### src/rtl/line_sup_pkg.sv
package line_sup_pkg;

    typedef enum logic [1:0] {
        ST_ONHOOK,
        ST_OFFPEND,
        ST_OFFHOOK,
        ST_ONPEND
    } hook_st_e;

    typedef enum logic [1:0] {
        RG_IDLE,
        RG_DRIVE,
        RG_TRIPPED
    } ring_st_e;

endpackage

### src/rtl/line_sup_sync.sv
module line_sup_sync #(
    parameter int STAGES = 2
) (
    input  logic clk,
    input  logic rst_n,
    input  logic d_i,
    output logic q_o
);
    logic [STAGES-1:0] pipe_q;

    generate
        for (genvar g = 0; g < STAGES; g++) begin : g_stage
            if (g == 0) begin : g_first
                always_ff @(posedge clk or negedge rst_n) begin
                    if (!rst_n) pipe_q[g] <= 1'b0;
                    else        pipe_q[g] <= d_i;
                end
            end else begin : g_next
                always_ff @(posedge clk or negedge rst_n) begin
                    if (!rst_n) pipe_q[g] <= 1'b0;
                    else        pipe_q[g] <= pipe_q[g-1];
                end
            end
        end
    endgenerate

    assign q_o = pipe_q[STAGES-1];
endmodule

### src/rtl/line_sup_tick.sv
module line_sup_tick #(
    parameter int CLK_PER_MS = 200000
) (
    input  logic clk,
    input  logic rst_n,
    output logic tick_o
);
    localparam int TW = $clog2(CLK_PER_MS + 1);
    localparam logic [TW-1:0] LAST = TW'(CLK_PER_MS - 1);

    logic [TW-1:0] cnt_q;

    always_ff @(posedge clk or negedge rst_n) begin
        if (!rst_n)              cnt_q <= '0;
        else if (cnt_q == LAST)  cnt_q <= '0;
        else                     cnt_q <= cnt_q + 1'b1;
    end

    assign tick_o = (cnt_q == LAST);
endmodule

### src/rtl/line_sup_qual.sv
module line_sup_qual
    import line_sup_pkg::*;
#(
    parameter int HOOK_MS = 20,
    parameter int TRIP_MS = 100
) (
    input  logic clk,
    input  logic rst_n,
    input  logic smp_i,
    input  logic tick_i,
    input  logic ring_on_i,
    input  logic blank_on_i,
    output logic off_now_o,
    output logic off_next_o
);
    localparam int MAXW = (HOOK_MS > TRIP_MS) ? HOOK_MS : TRIP_MS;
    localparam int CW   = $clog2(MAXW + 1);
    localparam logic [CW-1:0] HOOK_LIM = CW'(HOOK_MS - 1);
    localparam logic [CW-1:0] TRIP_LIM = CW'(TRIP_MS - 1);

    hook_st_e      state_q, state_d;
    logic [CW-1:0] cnt_q, cnt_d;
    logic [CW-1:0] off_lim;

    always_ff @(posedge clk or negedge rst_n) begin
        if (!rst_n) begin
            state_q <= ST_ONHOOK;
            cnt_q   <= '0;
        end else begin
            state_q <= state_d;
            cnt_q   <= cnt_d;
        end
    end

    always_comb begin
        state_d = state_q;
        cnt_d   = cnt_q;
        off_lim = ring_on_i ? TRIP_LIM : HOOK_LIM;
        unique case (state_q)
            ST_ONHOOK: begin
                if (smp_i && !blank_on_i) begin
                    state_d = ST_OFFPEND;
                    cnt_d   = '0;
                end
            end
            ST_OFFPEND: begin
                if (!smp_i || blank_on_i) begin
                    state_d = ST_ONHOOK;
                    cnt_d   = '0;
                end else if (tick_i) begin
                    if (cnt_q >= off_lim) begin
                        state_d = ST_OFFHOOK;
                        cnt_d   = '0;
                    end else begin
                        cnt_d = cnt_q + 1'b1;
                    end
                end
            end
            ST_OFFHOOK: begin
                if (!smp_i) begin
                    state_d = ST_ONPEND;
                    cnt_d   = '0;
                end
            end
            ST_ONPEND: begin
                if (smp_i) begin
                    state_d = ST_OFFHOOK;
                    cnt_d   = '0;
                end else if (tick_i) begin
                    if (cnt_q >= HOOK_LIM) begin
                        state_d = ST_ONHOOK;
                        cnt_d   = '0;
                    end else begin
                        cnt_d = cnt_q + 1'b1;
                    end
                end
            end
        endcase
    end

    always_comb begin
        off_now_o  = (state_q == ST_OFFHOOK) || (state_q == ST_ONPEND);
        off_next_o = (state_d == ST_OFFHOOK) || (state_d == ST_ONPEND);
    end
endmodule

### src/rtl/line_sup_ring.sv
module line_sup_ring
    import line_sup_pkg::*;
#(
    parameter int BLANK_MS = 10
) (
    input  logic clk,
    input  logic rst_n,
    input  logic ring_req_i,
    input  logic off_next_i,
    input  logic tick_i,
    output logic relay_o,
    output logic blank_on_o
);
    localparam int BW = $clog2(BLANK_MS + 2);
    localparam logic [BW-1:0] BLANK_LD = BW'(BLANK_MS);

    ring_st_e      state_q, state_d;
    logic [BW-1:0] blank_q, blank_d;

    always_ff @(posedge clk or negedge rst_n) begin
        if (!rst_n) begin
            state_q <= RG_IDLE;
            blank_q <= '0;
        end else begin
            state_q <= state_d;
            blank_q <= blank_d;
        end
    end

    always_comb begin
        state_d = state_q;
        unique case (state_q)
            RG_IDLE: begin
                if (ring_req_i) state_d = off_next_i ? RG_TRIPPED : RG_DRIVE;
            end
            RG_DRIVE: begin
                if (!ring_req_i)     state_d = RG_IDLE;
                else if (off_next_i) state_d = RG_TRIPPED;
            end
            RG_TRIPPED: begin
                if (!ring_req_i) state_d = RG_IDLE;
            end
            default: state_d = RG_IDLE;
        endcase
    end

    always_comb begin
        blank_d = blank_q;
        if (state_q == RG_DRIVE && state_d != RG_DRIVE) blank_d = BLANK_LD;
        else if (tick_i && blank_q != '0)              blank_d = blank_q - 1'b1;
    end

    always_comb begin
        relay_o    = (state_q == RG_DRIVE);
        blank_on_o = (blank_q != '0);
    end
endmodule

### src/rtl/line_sup_top.sv
module line_sup_top #(
    parameter int CLK_PER_MS = 200000,
    parameter int HOOK_MS    = 20,
    parameter int TRIP_MS    = 100,
    parameter int BLANK_MS   = 10,
    parameter int SYNC_STAGES = 2
) (
    input  logic clk,
    input  logic rst_n,
    input  logic loop_det_i,
    input  logic ring_req_i,
    output logic hook_n_o,
    output logic led_n_o,
    output logic ring_relay_o
);
    logic smp;
    logic tick;
    logic off_now;
    logic off_next;
    logic blank_on;

    line_sup_sync #(.STAGES(SYNC_STAGES)) u_sync (
        .clk   (clk),
        .rst_n (rst_n),
        .d_i   (loop_det_i),
        .q_o   (smp)
    );

    line_sup_tick #(.CLK_PER_MS(CLK_PER_MS)) u_tick (
        .clk    (clk),
        .rst_n  (rst_n),
        .tick_o (tick)
    );

    line_sup_qual #(.HOOK_MS(HOOK_MS), .TRIP_MS(TRIP_MS)) u_qual (
        .clk        (clk),
        .rst_n      (rst_n),
        .smp_i      (smp),
        .tick_i     (tick),
        .ring_on_i  (ring_relay_o),
        .blank_on_i (blank_on),
        .off_now_o  (off_now),
        .off_next_o (off_next)
    );

    line_sup_ring #(.BLANK_MS(BLANK_MS)) u_ring (
        .clk        (clk),
        .rst_n      (rst_n),
        .ring_req_i (ring_req_i),
        .off_next_i (off_next),
        .tick_i     (tick),
        .relay_o    (ring_relay_o),
        .blank_on_o (blank_on)
    );

    assign hook_n_o = !off_now;
    assign led_n_o  = !off_now;
endmodule

### config.mk
export PLATFORM = sky130hd
export DESIGN_NAME = line_sup_top
export DESIGN_NICKNAME = d
export VERILOG_FILES = /design/src/rtl/line_sup_pkg.sv /design/src/rtl/line_sup_sync.sv /design/src/rtl/line_sup_tick.sv /design/src/rtl/line_sup_qual.sv /design/src/rtl/line_sup_ring.sv /design/src/rtl/line_sup_top.sv
export SDC_FILE = /design/constraint.sdc
export NUM_CORES = 1
export LEC_CHECK = 0
export ABC_AREA = 1
export BUFFER_PORTS_ARGS = -buffer_cell sky130_fd_sc_hd__buf_2
export CORE_UTILIZATION = 32
export DETAILED_ROUTE_END_ITERATION = 10
export PLACE_DENSITY = 0.57
export SLEW_MARGIN = 20
export SYNTH_ARGS = -nofsm -noshare
export SYNTH_HDL_FRONTEND = slang
export SYNTH_SLANG_ARGS = --single-unit
### constraint.sdc
create_clock -name clk -period 3.2 [get_ports clk]
set_clock_uncertainty 0.15 [all_clocks]
set_input_delay 0.48 -clock clk [delete_from_list [all_inputs] [get_ports clk]]
set_output_delay 0.48 -clock clk [all_outputs]
set_load 0.02 [all_outputs]
======== Yosys cells after proc, flatten, opt, wreduce, memory -nomap -nowiden ========
Index checks and enable logic that the tools add are counted.
cells by class
  $add $sub $neg .......................... 3
  magnitude comparators ................... 2
  eq/ne operators ......................... 13
  multiplexer cells ....................... 28
  reductions and logical operators ........ 14
operators with widths
  kind                                                                                 number
  7-bit two-way mux                                                                    9
  7-bit case mux with 4 select lines                                                   1
  2-bit two-way mux                                                                    13
  18-bit by 1-bit adder with 18-bit output, second input constant                      1
  18-bit == test, second input constant                                                1
  18-bit two-way mux                                                                   1
  2-bit == test, second input constant                                                 5
  4-bit two-way mux                                                                    2
  2-bit case mux with 4 select lines                                                   1
  7-bit by 1-bit adder with 7-bit output, second input constant                        1
  7-bit by 5-bit greater-or-equal comparator with 1-bit output, second input constant  1
  7-bit greater-or-equal comparator                                                    1
  2-bit case mux with 3 select lines                                                   1
  2-bit by 1-bit == test with 1-bit output, second input constant                      2
  2-bit zero test                                                                      2
  2-bit by 1-bit inequality test with 1-bit output, second input constant              2
  4-bit AND reduction                                                                  1
  4-bit nonzero test                                                                   1
  4-bit by 1-bit subtractor with 4-bit output, second input constant                   1
  1-bit logical AND                                                                    3
  1-bit zero test                                                                      3
  1-bit logical OR                                                                     3
  3-bit by 1-bit inequality test with 1-bit output, second input constant              1
  3-bit by 2-bit inequality test with 1-bit output, second input constant              1
  2 further kinds                                                                      2
storage, ports and cells
  register bits after elaboration ......... 35
  output and inout port bits .............. 3
  logic and storage cells ................. 67

======== Longest topological paths before layout ========
Gate-level depths: netlist of run 1.
  depth after elaboration ................. 15
  gate-level depth with buffers ........... 13

======== Modules after synthesis ========
A second synthesis of run 1 with hierarchy kept.
unflattened totals
  cells, all modules ...................... 286
  area, all modules ....................... 2143.3 um^2
modules (own cells, without submodules)
  module         instances  cells an instance  area each (um^2)  sequential area each (um^2)
  line_sup_tick  1          130                1001.0            450.4
  line_sup_qual  1          113                747.0             225.2
  line_sup_ring  1          39                 334.1             150.1
  line_sup_sync  1          2                  50.0              50.0
  line_sup_top   1          2                  11.3              0.0

======== Worst setup path after synthesis of run 1 ========
OpenSTA, ideal clock, no wires.
  kind .................................... register -> register
  from .................................... register u_ring.state_q[1]
  to ...................................... register u_qual.cnt_q[1]
  library setup time ...................... 0.076 ns
  arrival ................................. 2.011 ns
  slack ................................... 0.963 ns
  cell stages (with the launch flop) ...... 13
  path buffers ............................ 0
  period minus slack after synthesis ...... 2.237 ns
  path through ............................ dfrtp_1 > nor2_1 > inv_1 > ha_1 > nand2_1 > inv_1 > nand2_1 > nand3_1 > inv_1 > nand2_1 > nand2_1 > nand3_1 > o21ai_1
between the ends
  word-level cells in the longest chain between the ends .. 7
RTL lines
  element                                   line                 text
  start: declaration                        line_sup_ring.sv:17  ring_st_e state_q, state_d;
  start signal: assignment                  line_sup_ring.sv:25  state_q <= state_d;
  2-bit by 1-bit == test with 1-bit output  line_sup_ring.sv:54  relay_o = (state_q == RG_DRIVE);
  named net ring_relay_o                    line_sup_top.sv:14   output logic ring_relay_o
  7-bit two-way mux                         line_sup_qual.sv:38  off_lim = ring_on_i ? TRIP_LIM : HOOK_LIM;
  7-bit greater-or-equal comparator         line_sup_qual.sv:51  if (cnt_q >= off_lim) begin
  7-bit two-way mux                         line_sup_qual.sv:51
  7-bit two-way mux                         line_sup_qual.sv:50  end else if (tick_i) begin
  7-bit two-way mux                         line_sup_qual.sv:47  if (!smp_i || blank_on_i) begin
  7-bit case mux with 4 select lines        line_sup_qual.sv:39  unique case (state_q)
  end signal: assignment                    line_sup_qual.sv:31  cnt_q <= cnt_d;
  end: declaration                          line_sup_qual.sv:22  logic [CW-1:0] cnt_q, cnt_d;
The timed path passes the listed nets, and every way through them passes these cells. The select of a mux whose other input is x is not followed.
A chain may end at the register's enable or synchronous reset.

======== Worst setup path in the final report of run 1 ========
  from .................................... register u_ring.state_q[1]
  to ...................................... register u_qual.cnt_q[5]
between the ends
  word-level cells in the longest chain between the ends .. 7
RTL lines
  element                                   line
  2-bit by 1-bit == test with 1-bit output  line_sup_ring.sv:54
  7-bit two-way mux                         line_sup_qual.sv:38
  7-bit greater-or-equal comparator         line_sup_qual.sv:51
  7-bit two-way mux                         line_sup_qual.sv:51
  7-bit two-way mux                         line_sup_qual.sv:50
  7-bit two-way mux                         line_sup_qual.sv:47
  7-bit case mux with 4 select lines        line_sup_qual.sv:39
Every way passes these cells. The select of a mux whose other input is x is not followed.

==> results of run 1 <==
## cells by family after synthesis
| group | count (synthesis) |
|---|---|
| compound gates | 24 |
| xor+xnor | 14 |
| fa+ha+maj | 7 |
| buf+inv | 53 |
| flops | 35 |
| simple gates | 147 |
## routing by layer
layer,track usage,share of wire,vias to the layer above
met1,0.1644,0.51,788
li1,-,-,906
met4,0.04622,0.015,0
met2,0.2247,0.45,14
met5,0,0,-
met3,0.02671,0.024,5
## cells in the mapped netlist, drive strengths merged
| cell | instances | area (sq um) |
|---|---|---|
| a211oi | 1 | 7.510 |
| a21oi | 5 | 28.78 |
| a31oi | 1 | 6.260 |
| and3 | 1 | 6.260 |
| buf | 3 | 26.27 |
| dfrtp | 35 | 875.8 |
| ha | 7 | 87.58 |
| inv | 50 | 187.7 |
| nand2 | 65 | 249.0 |
| nand3 | 26 | 150.2 |
| nand3b | 1 | 7.510 |
| nand4 | 6 | 37.54 |
| nor2 | 36 | 186.4 |
| nor3 | 8 | 40.04 |
| nor4 | 2 | 12.51 |
| o211a | 1 | 10.01 |
| o21ai | 15 | 75.07 |
| o21bai | 1 | 7.510 |
| or2 | 2 | 12.51 |
| xnor2 | 2 | 17.52 |
| xor2 | 12 | 105.1 |
## power breakdown
group          leakage [nW]  total (W)  internal [W]  switching, W
Combinational         0.650  0.0000197    0.00000430     0.0000154
Clock                0.0515   0.000358      0.000197      0.000162
Sequential            0.457   0.000445      0.000444    0.00000146
## flip-flops by register name, indices dropped and copies added, names as in the netlist
register / cells
u_tick.cnt_q: 18
u_ring.state_q: 2
u_sync.q_o: 1
u_sync.pipe_q: 1
u_ring.blank_q: 4
u_qual.cnt_q: 7
u_qual.state_q: 2
## critical path: cells and delay by family, from the launching register on
family,cells,cell delay (ps)
adders and majority gates,1,330
DFF,1,410
and+or+nand+nor,8,1110
buffers and inverters,3,320
## through the flow
stage | instance area (sq um) | std cells | hold slack, ps
5_1_grt | 2345 | 369 | 127.8
6_report | 2345 | 369 | 127.2
3_5_place_dp | 2245 | 361 | 184.7
3_3_place_gp | 2245 | 361 | 185.0
2_1_floorplan | 2137 | 280 | 34.41
4_1_cts | 2345 | 369 | 133.1
## layout make-up
class | count | area, sq um
Fill cell | 687 | 4041
Multi-Input combinational cell | 192 | 1047
Sequential cell | 35 | 875.8
Inverter | 50 | 187.7
Clock buffer | 8 | 100.1
Tap cell | 77 | 96.34
Timing Repair Buffer | 7 | 37.54
## final timing paths
kind / startpoint / to / slack, ps / depth (start not counted)
hold / removal: rst_n / u_tick.cnt_q[14]$_DFF_PN0_ / 130 / 1
max in group asynchronous: rst_n / u_ring.blank_q[0]$_DFFE_PN0P_ / 2280 / 1
min in group clk: loop_det_i / u_sync.pipe_q[0]$_DFF_PN0_ / 140 / 1
setup reg to reg: u_ring.state_q[1]$_DFF_PN0_ / u_qual.cnt_q[5]$_DFFE_PN0P_ / 830 / 12
setup / recovery: u_ring.state_q[1]$_DFF_PN0_ / u_qual.cnt_q[5]$_DFFE_PN0P_ / 830 / 12
hold reg to reg: u_sync.pipe_q[0]$_DFF_PN0_ / u_sync.q_o$_DFF_PN0_ / 200 / 0
==> results.toml, run 1 <==
[final_layout]
layout_commonest_cell = "nand2_1"
utilization = 0.3672
antenna_cells = 0
syn_to_final_growth_pct = 9.719
drive_gt1_frac = 0.1370
fin_nets = 302
final_cell_mix = "nand2_1 (63), inv_1 (42), dfrtp_1 (35), nor2_1 (27), nand3_1 (22)"

[drt]
wl_um = 4061
dr.pass1.iters = 4
wl_per_cell_um = 11.01
via_per_inst = 4.642
drtAntennaViolNets = 0
post-route-drc-count = 0
drt_iter0_drc = 71
vias = 1713

[worst_setup_path]
crit_path_start_kind = "register"
path_common_cell = "nand2_1"
cp_slowest_cell = "dfrtp_1"
critPathMaxStageDelay_ps = 410
critPathKind = "reg -> reg"
required_ps = 3280
cp_max_fo = 6
cp-end-kind = "register"
crit_chain = "nor2_1 -> inv_1 -> ha_1 -> nand2_1 -> inv_1 -> nand2_1 -> nand3_1 -> inv_1 -> nand3_1 -> nor3_1 -> nand2_1 -> nand2_1"
arrival_ps = 2450

[yosys]
syn_inst = 280
synth-adder-area-share = 0.04098
synth_area_sq_um = 2137
synth_nets = 291
muxShareOfSynthArea = 0
ys_seq_area_frac = 0.4098
synth-seq-cells = 35
yosysWarnings = 0
synth-xor-area-share = 0.05738
synth_top_family_by_area = "simple AND/OR/NAND/NOR gates"
synth.distinct_cells = 30
synth.avg_cell_area_sq_um = 7.632
yosys.area_share.simple = 0.3285
synth-compound-area-share = 0.06323

[sta]
period_needed_ps = 2369
relSlewSlack = 0.4728
finalWorstSetupSlack_ps = 830.7
fin_crit_sh = 0.7404
max_freq_ghz = 0.4221
hold_viol_final = 0
tns_ps = 0
tightest_slew_ps = 790.8
rsz0062_at_grt = "false"
setup_viol = 0
final_max_slew_viol_count = 0

[die]
rows = 29
die_area_sq_um = 7009
die_h_um = 83.72
io_pins = 7
die_w_um = 83.72
core-area_sq_um = 6386
initial_core_util = 0.3346

[power]
p_leak_nw = 1.158
pwr_density_cell_nw_per_um2 = 351.2
fin_total_pwr_w = 0.0008235
vdd_drop_max_mv = 0.1540

[global_routing]
grt_pass1_vias = 1728
grt_pass1_wl_um = 7479
grt_usage = 0.1316
antenna_found_initial = 0
grt-ovfl-total = 0
grt_max_degree = 36

[cts]
clk_pin_slew_ps = 70
cts.sinks = 35
cts_tree = "built"
cts_max_level = 2
cts_hold_buf = 0
cts-buffers-inserted = 5
clockBufferDepth = 2
cts-resized-gates = 0
cts_root_buf = "clkbuf_8"
worstSkewPairLatency_ps = 290
cts_setup_buffers = 0

[status]
outcome = "finished clean"

[placement]
numPortBuffers = 6
post-dp-hpwl_um = 3086
pre_cts_slack_ps = 808.3
gp_congestion = 0.8744

[worst_hold_path]
min_path_type = "in -> async"

[flow_run]
cap_viol_max_count = 0
Power figures use the tool's default switching activity.
==> run 2: changes to the inputs <==
--- a/config.mk
+++ b/config.mk
@@ -5,11 +5,11 @@
 export SDC_FILE = /design/constraint.sdc
 export NUM_CORES = 1
 export LEC_CHECK = 0
-export ABC_AREA = 1
+export ABC_AREA = 0
 export BUFFER_PORTS_ARGS = -buffer_cell sky130_fd_sc_hd__buf_2
 export CORE_UTILIZATION = 32
 export DETAILED_ROUTE_END_ITERATION = 10
-export PLACE_DENSITY = 0.57
+export PLACE_DENSITY = 0.58
 export SLEW_MARGIN = 20
 export SYNTH_ARGS = -nofsm -noshare
 export SYNTH_HDL_FRONTEND = slang
==> constraint.sdc (replaced) <==
create_clock -name clk -period 2.11 [get_ports clk]
set_clock_uncertainty 0.15 [all_clocks]
set_input_delay 0.3165 -clock clk [delete_from_list [all_inputs] [get_ports clk]]
set_output_delay 0.3165 -clock clk [all_outputs]
set_load 0.02 [all_outputs]
==> results.toml, run 2 <==
[yosys]
synth.avg_cell_area_sq_um = 10.13
synthTopCellsByArea = "dfrtp_1 (47%), xor2_1 (6.2%), ha_1 (4.7%), nor2_1 (3.9%), nand3_1 (3.8%)"
synth_area_leader_cell = "dfrtp_1"
synth.distinct_cells = 45
yosysMostFrequentCell = "dfrtp_1"
synth_edf_count = 0
syn_inst = 182
synth_nets = 193
synth-main-ff-cell = "dfrtp_1"
synthTopCellsByCount = "dfrtp_1 (35), nor2_1 (19), nand3_1 (14), xor2_1 (13), a21oi_1 (9)"
synth-seq-cells = 35
ys_seq_area_frac = 0.4749
synth_area_sq_um = 1844
synthArstFlopShare = 1.000
netlist.area_leader.share = 0.4749
yosysWarnings = 0

[power]
clkPwrFrac = 0.393
p_sw_frac = 0.2165
p_leak_nw = 1.208
vdd_drop_max_mv = 0.2966
pwr_density_cell_nw_per_um2 = 449.6
pwr-share-seq = 0.576
internal_power_w = 0.0009181
pwr-share-comb = 0.030
p_sw_w = 0.0002537

[worst_setup_path]
critPathKind = "reg -> reg"
r2r_slack_ps = -270
cp-end-kind = "register"
worstRegToRegCells = 7
required_ps = 2180
cp_max_fo = 7
crit_path_start_kind = "register"
rr_endpoint = "u_qual.cnt_q[6]$_DFFE_PN0P_"
arrival_ps = 2440
regToRegStartpoint = "u_tick.cnt_q[12]$_DFF_PN0_"

[final_layout]
top_register = "u_tick.cnt_q"
final_cell_mix = "buf_4 (43), dfrtp_1 (35), nor2_1 (18), xor2_1 (13), nand3_1 (12)"
multiInputGateArea_sq_um = 1052
nFillCells = 528
reg_top3 = "u_tick.cnt_q (18), u_qual.cnt_q (7), u_ring.blank_q (4)"
drive_gt1_frac = 0.3663
finalNonFillerCells = 315
fin_nets = 253
fin_area_sq_um = 2606
antenna_cells = 0
largest_reg_flops = 18
seq_area_sq_um = 875.8
utilization = 0.4704
syn_to_final_growth_pct = 41.32
layout_commonest_cell = "buf_4"

[die]
die_area_sq_um = 6071
rows = 27
die_w_um = 77.92
io_pins = 7
core-area_sq_um = 5540
die_h_um = 77.92
initial_core_util = 0.3329

[placement]
numPortBuffers = 6
dpl-instance-area_sq_um = 2292
pre_cts_slack_ps = -468.6
gp_congestion = 0.7694
post-dp-hpwl_um = 2574
dp.cells = 297

[sta]
finalWorstSetupSlack_ps = -266.3
tightest_slew_ps = 431.8
period_needed_ps = 2376
hold_viol_final = 0
final_max_slew_viol_count = 0
rsz0062_at_grt = "true"
whs_ps = 141.5
max_freq_ghz = 0.4208
setup_viol = 22
fin_crit_sh = 1.126
relSlewSlack = 0.7102

[cts]
cts_tree = "built"
clk_pin_slew_ps = 70
clockBufferDepth = 2
cts_root_buf = "clkbuf_8"
cts.sinks = 35
cts_max_level = 2
worstSkewPairLatency_ps = 290
cts-buffers-inserted = 5

[drt]
dr.pass1.iters = 4
post-route-drc-count = 0
drtAntennaViolNets = 0
drt_iter0_drc = 87
vias = 1544
wl_per_cell_um = 12.44
wl_um = 3920
via_per_inst = 4.902

[worst_hold_path]
hold-path-cell-count = 2
min_from = "ring_req_i"
min_to = "u_ring.state_q[1]$_DFF_PN0_"
min_path_type = "in -> reg"

[status]
violations = "negative setup slack"
outcome = "complete, but fails checks"

[global_routing]
grt_pass1_vias = 1466
grt_usage = 0.1359
grt_pass1_wl_um = 6423
grt-ovfl-total = 0
grt_max_degree = 36
antenna_found_initial = 0

[flow_run]
cap_viol_max_count = 0
[run 2: changes by cell type after synthesis, moves of 6 or more]
| cell | previous run | this run |
|---|---|---|
| nand2_1 | 63 | 7 |
| inv_1 | 42 | 8 |
| inv_2 | 8 | 0 |
| nand3_1 | 22 | 14 |
| nor2_1 | 27 | 19 |
| o21ai_0 | 9 | 3 |
| o21ai_1 | 6 | 0 |
[run 2: through the flow]
| stage | power (W) | setup TNS [ps] |
|---|---|---|
| 2_1_floorplan | 0.0006969 | -2354 |
| 3_5_place_dp | 0.0007215 | -5491 |
| 3_3_place_gp | 0.0007205 | -4531 |
| 6_report | 0.001172 | -3743 |
| 5_1_grt | 0.001225 | -5399 |
| 4_1_cts | 0.001196 | -4378 |
[run 2: critical path: stages (launching register included)]
cell and delay, ps:
dfrtp_1 380, or4b_4 540, nor4_4 270, buf_4 180, a211oi_4 70, clkbuf_16 160, or4_4 410, a21oi_2 150
[run 2: logic make-up after synthesis]
kind of cell               synth area share
DFF                                  0.4749
adders and majority gates           0.04749
buffers and inverters               0.03460
and+or+nand+nor                      0.2422
AOI/OAI and AO/OA                    0.1201
xor gates and xnor gates            0.08073
[run 2: cell type report]
type | instances | share of cell area
Clock buffer | 7 | 0.02928
Clock inverter | 1 | 0.001920
Inverter | 8 | 0.01152
Multi-Input combinational cell | 133 | 0.4037
Sequential cell | 35 | 0.3361
Tap cell | 72 | 0.03457
Timing Repair Buffer | 59 | 0.1829
[run 2: how the worst max path moves through the flow]
stage                                from                          end  slack [ps]
6_report       u_tick.cnt_q[12]$_DFF_PN0_  u_qual.cnt_q[6]$_DFFE_PN0P_        -270
5_1_grt        u_tick.cnt_q[12]$_DFF_PN0_  u_qual.cnt_q[5]$_DFFE_PN0P_        -340
4_1_cts        u_tick.cnt_q[15]$_DFF_PN0_  u_qual.cnt_q[3]$_DFFE_PN0P_        -290
3_5_place_dp    u_tick.cnt_q[9]$_DFF_PN0_  u_qual.cnt_q[3]$_DFFE_PN0P_        -470
3_3_place_gp    u_tick.cnt_q[9]$_DFF_PN0_  u_qual.cnt_q[2]$_DFFE_PN0P_        -400
2_1_floorplan   u_tick.cnt_q[6]$_DFF_PN0_  u_qual.cnt_q[2]$_DFFE_PN0P_        -310
[run 2: power by group through the flow]
stage / Clock (W) / Combinational, W / Sequential (W)
6_report: 0.000461 / 0.0000357 / 0.000675
5_1_grt: 0.000509 / 0.0000412 / 0.000675
4_1_cts: 0.000483 / 0.0000371 / 0.000675
3_5_place_dp: 0 / 0.0000334 / 0.000688
3_3_place_gp: 0 / 0.0000325 / 0.000688
2_1_floorplan: 0 / 0.00000926 / 0.000688
[run 2: metal layers]
| metal | vias up | wire, um | global-route usage |
|---|---|---|---|
| met5 | - | 0 | 0 |
| met4 | 0 | 57 | 0.05000 |
| met3 | 7 | 114 | 0.03529 |
| met2 | 16 | 1917 | 0.2265 |
| met1 | 746 | 1831 | 0.1688 |
| li1 | 775 | - | - |
[run 2: timing repair]
item	CTS	global route
buffers inserted	2	6
cloned	0	1
resized for setup	8	26
endpoints found under the setup margin	24	24
hold buffers	2	0
endpoints found under the hold margin	36	0
pin swaps	11	9
